==> src/rtl/gpio_bank_pkg.sv <==
package gpio_bank_pkg;
  localparam int unsigned CW        = 10;
  localparam int unsigned B_LOW     = 0;
  localparam int unsigned B_HIGH    = 1;
  localparam int unsigned B_TYPE    = 2;
  localparam int unsigned B_IEN     = 3;
  localparam int unsigned B_STS     = 4;
  localparam int unsigned B_OE      = 5;
  localparam int unsigned B_DOUT    = 6;
  localparam int unsigned B_DIN     = 7;
  localparam int unsigned B_PULL_EN = 8;
  localparam int unsigned B_PULL_UP = 9;
  // bits that a control write stores (pending and pin level excluded)
  localparam logic [CW-1:0] WR_MASK = 10'b11_0110_1111;
endpackage

==> src/rtl/gpio_sync.sv <==
module gpio_sync #(
  parameter int unsigned WIDTH = 8
) (
  input  logic             clk,
  input  logic             rst,
  input  logic [WIDTH-1:0] async_i,
  output logic [WIDTH-1:0] sync_o
);
  logic [WIDTH-1:0] meta_q;
  logic [WIDTH-1:0] stab_q;

  for (genvar i = 0; i < WIDTH; i++) begin : g_bit
    always_ff @(posedge clk) begin
      if (rst) begin
        meta_q[i] <= 1'b0;
        stab_q[i] <= 1'b0;
      end else begin
        meta_q[i] <= async_i[i];
        stab_q[i] <= meta_q[i];
      end
    end
  end

  assign sync_o = stab_q;

  AST_SYNC_TWO_STAGE: assert property (@(posedge clk) disable iff (rst)
    (!$past(rst) && !$past(rst, 2)) |-> (sync_o == $past(async_i, 2)));
endmodule

==> src/rtl/gpio_pin_cell.sv <==
module gpio_pin_cell
  import gpio_bank_pkg::*;
(
  input  logic          clk,
  input  logic          rst,
  input  logic          sync_i,
  input  logic          wr_i,
  input  logic [CW-1:0] wdata_i,
  output logic [CW-1:0] ctrl_o,
  output logic          sts_o,
  output logic          int_o
);
  logic [CW-1:0] cfg_q;
  logic          sts_q;
  logic          prev_q;
  logic          rise, fall, is_edge, has_sel;
  logic          edge_hit, lvl_hit, clr;

  assign rise     = sync_i & ~prev_q;
  assign fall     = ~sync_i & prev_q;
  assign is_edge  = cfg_q[B_TYPE];
  assign has_sel  = cfg_q[B_HIGH] | cfg_q[B_LOW];
  assign edge_hit = is_edge & ((cfg_q[B_HIGH] & rise) | (cfg_q[B_LOW] & fall));
  assign lvl_hit  = ~is_edge & ((cfg_q[B_HIGH] & sync_i) | (cfg_q[B_LOW] & ~sync_i));
  assign clr      = wr_i & wdata_i[B_STS];

  always_ff @(posedge clk) begin
    if (rst) begin
      cfg_q  <= '0;
      sts_q  <= 1'b0;
      prev_q <= 1'b0;
    end else begin
      prev_q <= sync_i;
      if (wr_i) cfg_q <= wdata_i & WR_MASK;
      if (is_edge)      sts_q <= edge_hit | (sts_q & ~clr);
      else if (has_sel) sts_q <= lvl_hit;
      else              sts_q <= sts_q & ~clr;
    end
  end

  always_comb begin
    ctrl_o        = cfg_q;
    ctrl_o[B_STS] = sts_q;
    ctrl_o[B_DIN] = sync_i;
  end

  assign sts_o = sts_q;
  assign int_o = cfg_q[B_IEN] & sts_q;

  AST_RISE_SETS: assert property (@(posedge clk) disable iff (rst)
    (cfg_q[B_TYPE] && cfg_q[B_HIGH] && sync_i && !prev_q) |=> sts_o);
  AST_FALL_SETS: assert property (@(posedge clk) disable iff (rst)
    (cfg_q[B_TYPE] && cfg_q[B_LOW] && !sync_i && prev_q) |=> sts_o);
  AST_LEVEL_STICKS: assert property (@(posedge clk) disable iff (rst)
    (!cfg_q[B_TYPE] && cfg_q[B_HIGH] && sync_i) |=> sts_o);
  AST_EDGE_CLEAR: assert property (@(posedge clk) disable iff (rst)
    (cfg_q[B_TYPE] && wr_i && wdata_i[B_STS] && (sync_i == prev_q)) |=> !sts_o);
endmodule

==> src/rtl/gpio_bus_if.sv <==
module gpio_bus_if
  import gpio_bank_pkg::*;
#(
  parameter int unsigned NUM_PINS = 8,
  parameter int unsigned DATA_W   = 32,
  parameter int unsigned AW       = 4
) (
  input  logic                         clk,
  input  logic                         rst,
  input  logic                         bus_wr,
  input  logic                         bus_rd,
  input  logic [AW-1:0]                bus_addr,
  input  logic [DATA_W-1:0]            bus_wdata,
  input  logic [NUM_PINS-1:0][CW-1:0]  ctrl_rd,
  input  logic [NUM_PINS-1:0]          sts_vec,
  output logic [NUM_PINS-1:0]          pin_wr,
  output logic [CW-1:0]                pin_wdata,
  output logic [NUM_PINS-1:0]          padsel_o,
  output logic [DATA_W-1:0]            bus_rdata
);
  localparam logic [AW-1:0] A_STS = AW'(NUM_PINS);
  localparam logic [AW-1:0] A_SEL = AW'(NUM_PINS + 1);

  logic [NUM_PINS-1:0] padsel_q;
  logic [DATA_W-1:0]   rd_mux;
  logic [DATA_W-1:0]   rdata_q;
  logic                wdata_unused;

  assign wdata_unused = ^bus_wdata;
  assign pin_wdata    = bus_wdata[CW-1:0];

  for (genvar i = 0; i < NUM_PINS; i++) begin : g_dec
    assign pin_wr[i] = bus_wr && (bus_addr == AW'(i));
  end

  always_ff @(posedge clk) begin
    if (rst)                             padsel_q <= '0;
    else if (bus_wr && bus_addr == A_SEL) padsel_q <= bus_wdata[NUM_PINS-1:0];
  end

  always_comb begin
    rd_mux = '0;
    for (int i = 0; i < NUM_PINS; i++) begin
      if (bus_addr == AW'(i)) rd_mux[CW-1:0] = ctrl_rd[i];
    end
    if (bus_addr == A_STS) rd_mux[NUM_PINS-1:0] = sts_vec;
    if (bus_addr == A_SEL) rd_mux[NUM_PINS-1:0] = padsel_q;
  end

  always_ff @(posedge clk) begin
    if (rst)         rdata_q <= '0;
    else if (bus_rd) rdata_q <= rd_mux;
  end

  assign padsel_o  = padsel_q;
  assign bus_rdata = rdata_q;

  AST_RDATA_HELD: assert property (@(posedge clk) disable iff (rst)
    !$past(bus_rd) |-> $stable(bus_rdata));
endmodule

==> src/rtl/gpio_bank.sv <==
module gpio_bank
  import gpio_bank_pkg::*;
#(
  parameter int unsigned NUM_PINS = 8,
  parameter int unsigned DATA_W   = 32,
  parameter int unsigned AW       = $clog2(NUM_PINS + 2)
) (
  input  logic                clk,
  input  logic                rst,
  input  logic                bus_wr,
  input  logic                bus_rd,
  input  logic [AW-1:0]       bus_addr,
  input  logic [DATA_W-1:0]   bus_wdata,
  output logic [DATA_W-1:0]   bus_rdata,
  input  logic [NUM_PINS-1:0] pad_in,
  output logic [NUM_PINS-1:0] pad_out,
  output logic [NUM_PINS-1:0] pad_oe,
  output logic [NUM_PINS-1:0] pad_pull_en,
  output logic [NUM_PINS-1:0] pad_pull_up,
  input  logic [NUM_PINS-1:0] alt_out,
  input  logic [NUM_PINS-1:0] alt_oe,
  output logic [NUM_PINS-1:0] alt_in,
  output logic                irq_o
);
  logic [NUM_PINS-1:0]         pin_sync;
  logic [NUM_PINS-1:0]         pin_wr;
  logic [CW-1:0]               pin_wdata;
  logic [NUM_PINS-1:0][CW-1:0] ctrl;
  logic [NUM_PINS-1:0]         sts_vec;
  logic [NUM_PINS-1:0]         int_vec;
  logic [NUM_PINS-1:0]         ien_vec;
  logic [NUM_PINS-1:0]         padsel;
  logic [NUM_PINS-1:0]         out_q, oe_q, pen_q, pup_q, alt_q;
  logic                        irq_q;

  gpio_sync #(.WIDTH(NUM_PINS)) u_sync (
    .clk(clk), .rst(rst), .async_i(pad_in), .sync_o(pin_sync)
  );

  for (genvar i = 0; i < NUM_PINS; i++) begin : g_pin
    gpio_pin_cell u_cell (
      .clk(clk), .rst(rst),
      .sync_i(pin_sync[i]),
      .wr_i(pin_wr[i]),
      .wdata_i(pin_wdata),
      .ctrl_o(ctrl[i]),
      .sts_o(sts_vec[i]),
      .int_o(int_vec[i])
    );
    assign ien_vec[i] = ctrl[i][B_IEN];

    always_ff @(posedge clk) begin
      if (rst) begin
        out_q[i] <= 1'b0;
        oe_q[i]  <= 1'b0;
        pen_q[i] <= 1'b0;
        pup_q[i] <= 1'b0;
        alt_q[i] <= 1'b0;
      end else begin
        out_q[i] <= padsel[i] ? ctrl[i][B_DOUT] : alt_out[i];
        oe_q[i]  <= padsel[i] ? ctrl[i][B_OE]   : alt_oe[i];
        pen_q[i] <= ctrl[i][B_PULL_EN];
        pup_q[i] <= ctrl[i][B_PULL_UP];
        alt_q[i] <= padsel[i] ? 1'b0 : pin_sync[i];
      end
    end
  end

  gpio_bus_if #(.NUM_PINS(NUM_PINS), .DATA_W(DATA_W), .AW(AW)) u_bus (
    .clk(clk), .rst(rst),
    .bus_wr(bus_wr), .bus_rd(bus_rd), .bus_addr(bus_addr), .bus_wdata(bus_wdata),
    .ctrl_rd(ctrl), .sts_vec(sts_vec),
    .pin_wr(pin_wr), .pin_wdata(pin_wdata),
    .padsel_o(padsel), .bus_rdata(bus_rdata)
  );

  always_ff @(posedge clk) begin
    if (rst) irq_q <= 1'b0;
    else     irq_q <= |int_vec;
  end

  assign pad_out     = out_q;
  assign pad_oe      = oe_q;
  assign pad_pull_en = pen_q;
  assign pad_pull_up = pup_q;
  assign alt_in      = alt_q;
  assign irq_o       = irq_q;

  AST_IRQ_MASKED: assert property (@(posedge clk) disable iff (rst)
    (ien_vec == '0) |=> !irq_o);
  AST_IRQ_RAISED: assert property (@(posedge clk) disable iff (rst)
    ((ien_vec & sts_vec) != '0) |=> irq_o);
  AST_ALT_QUIET: assert property (@(posedge clk) disable iff (rst)
    (padsel == '0 && alt_oe == '0) |=> (pad_oe == '0));
  AST_GPIO_NO_ALT: assert property (@(posedge clk) disable iff (rst)
    (padsel == '1) |=> (alt_in == '0));
endmodule

==> config.mk <==
export PLATFORM = sky130hd
export DESIGN_NAME = gpio_bank
export DESIGN_NICKNAME = d
export VERILOG_FILES = /design/src/rtl/gpio_bank_pkg.sv /design/src/rtl/gpio_sync.sv /design/src/rtl/gpio_pin_cell.sv /design/src/rtl/gpio_bus_if.sv /design/src/rtl/gpio_bank.sv
export SDC_FILE = /design/constraint.sdc
export NUM_CORES = 1
export LEC_CHECK = 0
export ABC_CLOCK_PERIOD_IN_PS = 3200
export BUFFER_PORTS_ARGS = -buffer_cell sky130_fd_sc_hd__clkbuf_2
export CORE_ASPECT_RATIO = 1.25
export CORE_MARGIN = 1
export CORE_UTILIZATION = 45
export DETAILED_ROUTE_END_ITERATION = 8
export PLACE_DENSITY_LB_ADDON = 0.05
export SYNTH_ARGS = -nofsm -noshare
export SYNTH_HDL_FRONTEND = slang
export SYNTH_SLANG_ARGS = --single-unit
==> constraint.sdc <==
create_clock -name clk -period 3.2 [get_ports clk]
set_clock_uncertainty 0.1 [all_clocks]
set_input_delay 0.64 -clock clk [delete_from_list [all_inputs] [get_ports clk]]
set_output_delay 0.64 -clock clk [all_outputs]
set_load 0.01 [all_outputs]
==> impl_metrics.tcl <==
set metrics [dict create \
    multi_input_area_mm2 0.003152 \
    slowest_stage "clkbuf_2" \
    outcome "finished clean" \
    crit_required_ns 3.39 \
    largest_reg_flops 64 \
    p_sw_uw 1035 \
    cts_buffers 17 \
    dp_hpwl_um 12270 \
    synth_edf_count 0 \
    core_mm2 0.01441 \
    relSlewSlack_pct 54.42 \
    cts_setup_buffers 0 \
    antenna_left 0 \
    clock_latency_ns 0.43 \
    regMostFlops "g_pin.u_cell.cfg_q" \
    diodes 0 \
    timing.fmax_mhz 464.7 \
    place_congestion 0.8866 \
    hold_class "input port to register" \
    rsz0062_at_grt "false" \
    crit_fanout 28 \
    cts_resized 0 \
    ys_seq_area_share_pct 46.63 \
    hold_viol 0 \
    cp-start-kind "input port" \
    maxCapViolCount 0 \
    rows 49 \
    clockPowerShare_pct 47.6 \
    synth_cells 710 \
    rrSetupSlack_ns 1.55 \
    die_width_um 110.8 \
    comb_power_share_pct 7.3 \
    htreeDepth 4 \
    synthFlopType "dfxtp_1" \
    async_flop_share_pct 0 \
    vias_per_cell 5.317 \
    fin_nets 851 \
    regArea_mm2 0.003103 \
    grt_usage_pct 23.68 \
    hold_path_end "u_sync.meta_q[7]" \
    crit_path_frequent_cell "nor2_1" \
    synth_top_area_share_pct 46.63 \
    syn-cell-area_mm2 0.006655 \
    grt_max_degree 65 \
    min_period_ns 2.152 \
    cts_tree "built" \
    slew_violations 0 \
    die_y_um 138.0 \
    cts.path.max_buffers 2 \
    cp-startpoint "bus_addr[2]" \
    intPower_uw 3424 \
    synth_area_leader_cell "dfxtp_1" \
    drt-wirelength-per-cell_um 17.96 \
    reg2reg_from "g_pin[4].u_cell.cfg_q[5]" \
    worst_pin_slew_ns 0.6836 \
    root_buffer "clkbuf_16" \
    initial_core_util_pct 46.19 \
    syn_area_per_cell_um2 9.373 \
    first_global_vias 4969 \
    dieArea_mm2 0.01528 \
    p_leak_uw 0.003288 \
    seqPwrFrac_pct 45.1 \
    ys_ff_latch 155 \
    whs_ns 0.3137 \
    finalSetupTns_ns 0 \
    synthTopCellsByArea "dfxtp_1 (47%), mux2i_1 (13%), nor2_1 (6.1%), nor2b_1 (4.8%), a21oi_1 (3.2%)" \
    place.port_buffers 92 \
    clkTransAtPathRegs_ns 0.06 \
    layout-drive-gt1-share_pct 20.00 \
    timing.final.crit_share_pct 67.25 \
    fillers 1330 \
    drt_iter0_drc 322 \
    hp-start "pad_in[7]" \
    p_per_area_mw_per_mm2 573.9 \
    grt_pass1_wl_um 27260 \
    crit_arrival_ns 2.34 \
    first_pass_iters 4 \
    synth_cell_type_count 57 \
    p_sw_share_pct 23.20 \
    vias 5200 \
    critPathKind "input port to register" \
    min_path_cells 2 \
    hold_buffers 0 \
    rr_worst_depth 5 \
    io_pins 137 \
    cp-end-kind "register" \
    antenna_found_initial 0 \
    vdd_drop_max_mv 0.4024 \
    ys_warn_count 0 \
    totalWireLength_um 17570 \
    setup_viol 0 \
    cp_cell_sequence "clkbuf_2 -> nor2b_1 -> buf_4 -> and3_1 -> a21oi_1 -> nor2_1 -> nor2_1" \
    syn_to_final_growth_pct 16.73 \
    grt_overflow_total 0 \
    drc 0 \
    cpPeakStageDelay_ns 0.48 \
    r2r_end "u_bus.bus_rdata[5]" \
    cts_sinks 155 \
]
how the worst max path moves through the flow:
| stage | cells past startpoint | slack [ns] | to |
|---|---|---|---|
| global placement | 7 | 0.67 | g_pin[7].u_cell.sts_o |
| detailed placement | 7 | 0.64 | g_pin[7].u_cell.sts_o |
| CTS | 7 | 1.09 | g_pin[7].u_cell.sts_o |
| floorplan | 6 | 1.21 | u_bus.bus_rdata[5] |
| finish | 7 | 1.05 | g_pin[7].u_cell.sts_o |
| global route | 7 | 0.94 | g_pin[7].u_cell.sts_o |
cell usage in the layout (no fill, tap or decap), drive strengths merged, types with 4 or more instances in the layout:
cell	instances
buf	22
nor3	7
mux4	6
a22oi	8
bufinv	4
nor2	108
clkinv	6
dfxtp	155
and3	6
nand2	42
conb	22
o22ai	6
a21oi	43
a211oi	5
clkbuf	111
a221o	5
nand3	16
mux2i	89
nor2b	51
inv	12
o221ai	6
o21ai	20
xnor2	8
per-layer routing:
metal | wire length (um) | GRT usage (%)
met2 | 8561 | 40.30
met1 | 7741 | 29.19
met3 | 768 | 4.240
met4 | 498 | 11.33
met5 | 0 | 0
synth_stat cells, types with 2 or more instances:
cell type and number:
a211oi_1 4, a21o_1 3, a21oi_1 43, a221o_1 5, a221oi_1 3, a22oi_1 8, and3_1 6, buf_2 13
buf_4 27, buf_6 4, clkbuf_1 30, dfxtp_1 155, inv_1 10, mux2_2 3, mux2i_1 89, mux4_2 6
nand2_1 41, nand2b_1 3, nand3_1 16, nand3b_1 2, nand4b_1 3, nor2_1 108, nor2b_1 51, nor3_1 6
o21ai_0 18, o221ai_1 6, o22ai_1 6, o311a_1 2, o31ai_1 3, or3b_1 2, xnor2_1 8
cell families after synthesis:
kind of cell	synth area share, %
compound gates	11.00
simple gates	18.05
flops	46.63
xor+xnor	1.053
other cells	0.05635
buf+inv	7.294
mux	15.92
worst max-delay path, delay by kind of cell:
family                 cells  cell delay, ns
AOI/OAI and AO/OA          1            0.12
buffers and inverters      2            0.69
and+or+nand+nor            4            0.86
power by group through the flow:
stage,Sequential [uW],Clock [uW],Combinational (uW)
final,2010,2120,325
after global routing,2020,2240,358
after CTS,2010,2160,326
after detailed placement,2050,0,324
after global placement,2050,0,321
after floorplan,2050,0,232
cell type report:
| cell class | instances | area share (%) |
|---|---|---|
| Timing Repair Buffer | 113 | 8.149 |
| Inverter | 11 | 0.5315 |
| Multi-Input combinational cell | 489 | 40.57 |
| Sequential cell | 155 | 39.94 |
| Clock inverter | 12 | 2.190 |
| Clock buffer | 20 | 5.750 |
| Tap cell | 178 | 2.867 |
stage by stage:
step | power [uW] | setup WS [ns] | instance area, um^2 | utilization, % | cells
floorplan | 2284 | 1.215 | 6734 | - | 731
global placement | 2375 | 0.6696 | 7152 | 49.64 | 946
detailed placement | 2378 | 0.6395 | 7152 | 49.64 | 946
CTS | 4493 | 1.085 | 7769 | 53.92 | 978
global route | 4616 | 0.9377 | 7769 | 53.92 | 978
finish | 4458 | 1.048 | 7769 | 53.92 | 978
Power figures use the tool's default switching activity.
